<file path="config.mk">
export PLATFORM = sky130hd
export DESIGN_NAME = vcc_encoder
export DESIGN_NICKNAME = d
export VERILOG_FILES = /design/src/rtl/vcc_pkg.sv /design/src/rtl/vcc_ctrl.sv /design/src/rtl/vcc_part_eval.sv /design/src/rtl/vcc_datapath.sv /design/src/rtl/vcc_encoder.sv
export SDC_FILE = /design/constraint.sdc
export NUM_CORES = 1
export LEC_CHECK = 0
export ABC_AREA = 1
export CAP_MARGIN = 20
export CORE_AREA = 5 5 214 423
export CTS_BUF_LIST = sky130_fd_sc_hd__clkbuf_8
export CTS_CLUSTER_DIAMETER = 60
export DETAILED_ROUTE_END_ITERATION = 16
export DIE_AREA = 0 0 219 428
export PLACE_DENSITY_LB_ADDON = 0.25
export SLEW_MARGIN = 20
export SYNTH_ARGS = -nofsm -noshare
export SYNTH_HDL_FRONTEND = slang
export SYNTH_HIERARCHICAL = 1
export SYNTH_SLANG_ARGS = --single-unit
</file>
<file path="constraint.sdc">
create_clock -name clk -period 20.9 [get_ports clk]
set_clock_uncertainty 0.2 [all_clocks]
set_input_delay 3.135 -clock clk [delete_from_list [all_inputs] [get_ports clk]]
set_output_delay 3.135 -clock clk [all_outputs]
set_load 0.1 [all_outputs]
</file>
<file path="src/rtl/vcc_pkg.sv">
package vcc_pkg;
  parameter int DATA_W   = 64;
  parameter int PART_W   = 16;
  parameter int NUM_KERN = 4;

  localparam int NUM_PART = DATA_W / PART_W;
  localparam int KIDX_W   = $clog2(NUM_KERN);
  localparam int AUX_W    = KIDX_W + NUM_PART;
  localparam int KBUS_W   = NUM_KERN * PART_W;
  localparam int CNT_W    = $clog2(DATA_W + AUX_W + 1);

  typedef struct packed {
    logic capture;
    logic publish;
  } ctrl_t;
endpackage

</file>
<file path="src/rtl/vcc_ctrl.sv">
module vcc_ctrl
  import vcc_pkg::*;
(
  input  logic  clk,
  input  logic  rstN,
  input  logic  inValid,
  output ctrl_t ctrl
);
  logic pendQ;

  always_ff @(posedge clk) begin
    if (!rstN) pendQ <= 1'b0;
    else       pendQ <= inValid;
  end

  always_comb begin
    ctrl.capture = inValid & rstN;
    ctrl.publish = pendQ;
  end
endmodule

</file>
<file path="src/rtl/vcc_part_eval.sv">
module vcc_part_eval
  import vcc_pkg::*;
#(
  parameter int W = PART_W
) (
  input  logic [W-1:0]     dataSub,
  input  logic [W-1:0]     oldSub,
  input  logic [W-1:0]     kern,
  output logic [W-1:0]     encSub,
  output logic             invFlag,
  output logic [CNT_W-1:0] cost
);
  logic [W-1:0]     plainSub;
  logic [CNT_W-1:0] diffCnt;

  always_comb begin
    plainSub = dataSub ^ kern;
    diffCnt  = CNT_W'($countones(plainSub ^ oldSub));
    invFlag  = diffCnt > CNT_W'(W / 2);
    encSub   = invFlag ? ~plainSub : plainSub;
    // an inverted slice also pays for its flag bit
    cost     = invFlag ? (CNT_W'(W) - diffCnt + CNT_W'(1)) : diffCnt;
  end
endmodule

</file>
<file path="src/rtl/vcc_datapath.sv">
module vcc_datapath
  import vcc_pkg::*;
(
  input  logic              clk,
  input  logic              rstN,
  input  ctrl_t             ctrl,
  input  logic [DATA_W-1:0] newData,
  input  logic [DATA_W-1:0] oldData,
  input  logic [KBUS_W-1:0] kernels,
  output logic              outValid,
  output logic [DATA_W-1:0] codeWord,
  output logic [AUX_W-1:0]  auxIndex
);
  logic [DATA_W-1:0] dataQ, oldQ;
  logic [KBUS_W-1:0] kernQ;

  always_ff @(posedge clk) begin
    if (!rstN) begin
      dataQ <= '0;
      oldQ  <= '0;
      kernQ <= '0;
    end else if (ctrl.capture) begin
      dataQ <= newData;
      oldQ  <= oldData;
      kernQ <= kernels;
    end
  end

  logic [NUM_KERN-1:0][DATA_W-1:0]   candWord;
  logic [NUM_KERN-1:0][NUM_PART-1:0] candFlags;
  logic [CNT_W-1:0] partCost [NUM_KERN][NUM_PART];

  for (genvar k = 0; k < NUM_KERN; k++) begin : g_kern
    for (genvar p = 0; p < NUM_PART; p++) begin : g_part
      vcc_part_eval #(.W(PART_W)) eval_i (
        .dataSub (dataQ[p*PART_W +: PART_W]),
        .oldSub  (oldQ[p*PART_W +: PART_W]),
        .kern    (kernQ[k*PART_W +: PART_W]),
        .encSub  (candWord[k][p*PART_W +: PART_W]),
        .invFlag (candFlags[k][p]),
        .cost    (partCost[k][p])
      );
    end
  end

  logic [CNT_W-1:0]  kernTotal [NUM_KERN];
  logic [KIDX_W-1:0] bestIdx;
  logic [CNT_W-1:0]  bestCost;

  always_comb begin
    for (int k = 0; k < NUM_KERN; k++) begin
      kernTotal[k] = CNT_W'($countones(KIDX_W'(k)));
      for (int p = 0; p < NUM_PART; p++)
        kernTotal[k] = kernTotal[k] + partCost[k][p];
    end
    bestIdx  = '0;
    bestCost = kernTotal[0];
    for (int k = 1; k < NUM_KERN; k++) begin
      if (kernTotal[k] < bestCost) begin
        bestCost = kernTotal[k];
        bestIdx  = KIDX_W'(k);
      end
    end
  end

  always_ff @(posedge clk) begin
    if (!rstN) begin
      outValid <= 1'b0;
      codeWord <= '0;
      auxIndex <= '0;
    end else begin
      outValid <= ctrl.publish;
      if (ctrl.publish) begin
        codeWord <= candWord[bestIdx];
        auxIndex <= {bestIdx, candFlags[bestIdx]};
      end
    end
  end
endmodule

</file>
<file path="src/rtl/vcc_encoder.sv">
module vcc_encoder
  import vcc_pkg::*;
(
  input  logic              clk,
  input  logic              rstN,
  input  logic              inValid,
  input  logic [DATA_W-1:0] newData,
  input  logic [DATA_W-1:0] oldData,
  input  logic [KBUS_W-1:0] kernels,
  output logic              outValid,
  output logic [DATA_W-1:0] codeWord,
  output logic [AUX_W-1:0]  auxIndex
);
  ctrl_t ctrl;

  vcc_ctrl ctrl_i (
    .clk     (clk),
    .rstN    (rstN),
    .inValid (inValid),
    .ctrl    (ctrl)
  );

  vcc_datapath dp_i (
    .clk      (clk),
    .rstN     (rstN),
    .ctrl     (ctrl),
    .newData  (newData),
    .oldData  (oldData),
    .kernels  (kernels),
    .outValid (outValid),
    .codeWord (codeWord),
    .auxIndex (auxIndex)
  );
endmodule

</file>
Word-level counts from Yosys, hierarchy flattened
Cells that the tools add are included.
- $add $sub $neg: 287
- $lt $le $gt $ge: 20
- mux-type cells: 41
- bitwise gates (word level): 49
- operators with widths (operator ; count):
    $xor 16x16->16 ; 32
    $add 1x1->2 ; 128
    $mux 16 ; 16
    $not 16->16 ; 16
    $add 2x2->3 ; 64
    $add 3x3->4 ; 32
    $bmux 64 s2 ; 1
    $mux 7 ; 18
    $add 6x2->7 const B ; 16
    $sub 5x5->6 const A ; 16
    $add 7x7->7 ; 12
    $add 4x4->5 ; 16
    $gt 5x4->1 const B ; 16
    $mux 64 ; 1
    $lt 7x7->1 ; 3
    $add 1x7->7 const A ; 2
    $bmux 4 s2 ; 1
    $add 2x7->7 const A ; 1
    $mux 2 ; 2
    $mux 4 ; 1
    $lt 2x3->1 const B ; 1
    $and 1x1->1 ; 1
    $mux 1 ; 1
- bits in registers: 264
- output and inout port bits: 71
- word-level logic and storage cells: 404

Longest topological paths before layout
- depth after elaboration: 21
- depth in mapped cells: 64
- depth with buffers taken out: 62

Cells and area by module
The synthesis kept the hierarchy.
- by module, submodules not included (module ; times used ; cells each ; area each (um^2) ; seq. area each (um^2)):
    vcc_part_eval (dp_i.g_kern[0].g_part[0].eval_i ...) ; 15 ; 175 ; 1211.2 ; 0.0
    vcc_datapath ; 1 ; 2201 ; 14868.0 ; 5265.0
    vcc_part_eval (dp_i.g_kern[3].g_part[2].eval_i) ; 1 ; 176 ; 1214.9 ; 0.0
    vcc_ctrl ; 1 ; 5 ; 38.8 ; 20.0

Worst setup path before layout
No wires, ideal clock.
- path type: register -> register
- start point: register dp_i.kernQ[16]
- end point: register dp_i.codeWord[1]
- arrival: 10.275 ns
- required time: 20.591 ns
- path slack: 10.316 ns
- stages on the path, launching flop included: 56
- cell sequence: dfxtp_1 xnor2_1 xor2_1 fa_1 inv_1 ha_1 inv_1 fa_1 fa_1 inv_1 fa_1 inv_1 fa_1 nand4_1 nand3_4 nand2_4 buf_6 nand2_1 (+20 left out) a21oi_1 nor2_1 a211oi_1 nand2_4 clkbuf_1 nand2_1 o21ai_0 ha_1 a21oi_1 nor2_1 a211oi_1 clkbuf_1 clkbuf_1 nand3b_1 nand3_1 nand3_1 nand2_1 inv_1
- RTL lines (item ; line ; RTL):
    start, declared ; vcc_datapath.sv:15 ; logic [KBUS_W-1:0] kernQ;
    start signal, assigned ; vcc_datapath.sv:25 ; kernQ <= kernels;
    end signal, assigned ; vcc_datapath.sv:74 ; codeWord <= candWord[bestIdx];
    end, declared ; vcc_datapath.sv:11 ; output logic [DATA_W-1:0] codeWord,

==> key figures <==
Critical path
  – CP max-delay cell: nand2_4
  – Startpoint types: flop
  – Critical-path maximum fanout: 71
  – CP most frequent cell: inv_1
  – Crit-path max cell delay: 870 ps
  – CP Class: flop to flop
  – Crit end category: flop
  – Crit path DAT: 14,930 ps
  – R2R Setup Slk: 6450 ps
  – Cells on worst reg2reg path: 53
  – CP Data Required Time: 21,370 ps

Min path
  – Hold crit path type: flop to flop
  – Hold path depth: 2

Yosys
  – Synth Area in Adders: 19.7%
  – Largest family of logic cells by synthesized area: simple AND/OR/NAND/NOR gates
  – Post-synth top area share: 15.4%
  – Syn avg cell area: 6.85 um2
  – Synth Flop Type: dfxtp_1
  – Asr flop ratio synth: 0%
  – Dominant cells by area after synthesis: dfxtp_1 (15%), nand2_1 (11%), fa_1 (11%)
  – Compound-Gate Fraction of Synth Area: 6.68%
  – Mapped Area: 34,300 um2
  – Mux contribution to synthesized area: 0%
  – Synth warnings: 6
  – Distinct cells, synth: 33
  – Register area share after synthesis: 15.4%
  – Yosys top cell by area: dfxtp_1
  – Xor-xnor portion of the synthesized cell area: 13.7%
  – Net count after synthesis: 5,627
  – Post-synth EDFFs: 0
  – Seq cells post-synth: 264
  – Cells after Synth: 5,007
  – Simple-gate share of the synthesized area: 32.1%

CTS
  – Clock Latency Late Sink: 720 ps
  – CTS tree: done
  – Buffer count from post-CTS setup fixing: 0
  – # hold bufs at CTS: 0
  – Clock Pin Slew Worst Setup and Hold Paths: 80 ps
  – Post-CTS Resized: 0
  – Max clock buf depth: 3
  – Clock tree sinks: 264
  – Root Buffer: clkbuf_8
  – Max H-tree Level: 2
  – CTS Buf Count: 46

Die
  – DIE HEIGHT: 428 um
  – Core Footprint: 86,900 um2
  – Starting Density: 39.5%
  – Row count: 153
  – Die area: 93,700 um2
  – Die W: 219 um
  – IO Count: 266

Timing
  – Fraction of the cycle the final worst path needs: 69.2%
  – Total Neg Setup Slack: 0 ps
  – Worst rel slew slack: 23.1%
  – Final setup viols: 0
  – RSZ-0062 raised after global routing: no
  – Max-slew violation count: 0
  – Slew of the pin with the lowest slew margin: 1150 ps
  – Minimum clock period: 14,450 ps
  – Final hold violation count: 0
  – Hold Slack: 296 ps
  – Fmax: 69.2 MHz

Route
  – Final WL: 152,000 um
  – # DRC: 0
  – Vias: 33,400
  – DR vias/cell: 5.28
  – Wire per inst: 24.0 um
  – Initial drt markers: 2,694
  – ANT nets after route: 0
  – Drt pass-1 iters: 6

Placed design
  – Routability-driven placement congestion ratio: 1.08
  – DP HPWL: 118,000 um
  – Port buffer count: 265

Global routing
  – GRT Total Usage: 31.5%
  – Vias in the first global route: 33,300
  – Initial antenna violation count: 2
  – GRT Residual Overflow: 0
  – Pin count of the biggest net entering global routing: 107
  – First-pass GRT wire length: 218,000 um

Job
  – Maxcap violations: 0

Status
  – Status: finished clean

Final layout
  – Area grow syn2layout: 11.8%
  – Commonest non-fill, non-tap cell in the layout: nand2_1
  – Most frequent cells in the layout: nand2_1 (1,041), inv_1 (791), nor2_1 (575), nand3b_1 (343), o21ai_0 (291)
  – Layout cells sized above 1: 3.55%
  – Layout Nets: 5,741
-- flip-flops by register name, summed over array words and instances, names as in the netlist --
register,cells
ctrl_i/pendQ,1
dp_i/auxIndex,6
dp_i/codeWord,64
dp_i/dataQ,64
dp_i/kernQ,64
dp_i/oldQ,64
dp_i/outValid,1
-- kinds of logic (layout without fill, tap and decap cells) --
family / after synthesis / count (layout)
flops: 264 / 264
other cells: 0 / 1
xor+xnor: 537 / 537
buf+inv: 1013 / 1165
compound gates: 447 / 447
fa+ha+maj: 425 / 425
simple gates: 2321 / 2321
-- cell usage after synthesis (84+ instances only) --
| library cell | count |
|---|---|
| xnor2_1 | 267 |
| nor2_1 | 575 |
| xor2_1 | 270 |
| ha_1 | 233 |
| inv_1 | 782 |
| nand2_1 | 1041 |
| fa_1 | 192 |
| o21ai_0 | 291 |
| a21oi_1 | 84 |
| nand3b_1 | 343 |
| dfxtp_1 | 264 |
| nand4_1 | 84 |
| nand3_1 | 174 |
| clkbuf_1 | 116 |
-- critical path: cells and delay by family, from the launching register on --
kind,cells,cell delay (ps)
adder cells (fa/ha/maj),12,4690
AND/OR/NAND/NOR,20,4350
buffers and inverters,11,2240
AO/OA/AOI/OAI,7,1470
flip-flops,1,780
XOR/XNOR,3,600
-- stage by stage --
stage | instance area (um2) | cells | setup WS, ps | utilization [%]
6_report | 38300 | 6322 | 6450 | 44.1
5_1_grt | 38300 | 6322 | 5690 | 44.1
4_1_cts | 38300 | 6321 | 6650 | 44.1
3_5_place_dp | 37300 | 6235 | 6670 | 43.0
3_3_place_gp | 37300 | 6235 | 6720 | 43.0
2_1_floorplan | 34300 | 5007 | 10320 | -
-- final timing paths --
path                       to             start
max          dp_i/auxIndex[2]    dp_i/kernQ[24]
min          dp_i/auxIndex[4]  dp_i/auxIndex[4]
max reg2reg  dp_i/auxIndex[2]    dp_i/kernQ[24]
min reg2reg  dp_i/auxIndex[4]  dp_i/auxIndex[4]
-- area by class of cell --
class	count	area, um2
clock buffer	56	771
antenna	1	2.50
inverter	785	2960
fill	9244	48600
clock inverter	30	236
tap	1162	1450
sequential	264	5290
timing repair buffer	294	2870
multi-input combinational	3730	24800
-- metal layers --
| layer | global-route usage [%] | wire length (um) |
|---|---|---|
| met2 | 52.8 | 71000 |
| met1 | 33.6 | 52900 |
| met5 | 0 | 0 |
| met3 | 4.83 | 9510 |
| met4 | 28.9 | 18400 |
Power is not shown: default switching activity piles up to over one toggle a cycle in this logic, so the estimate is an artifact.
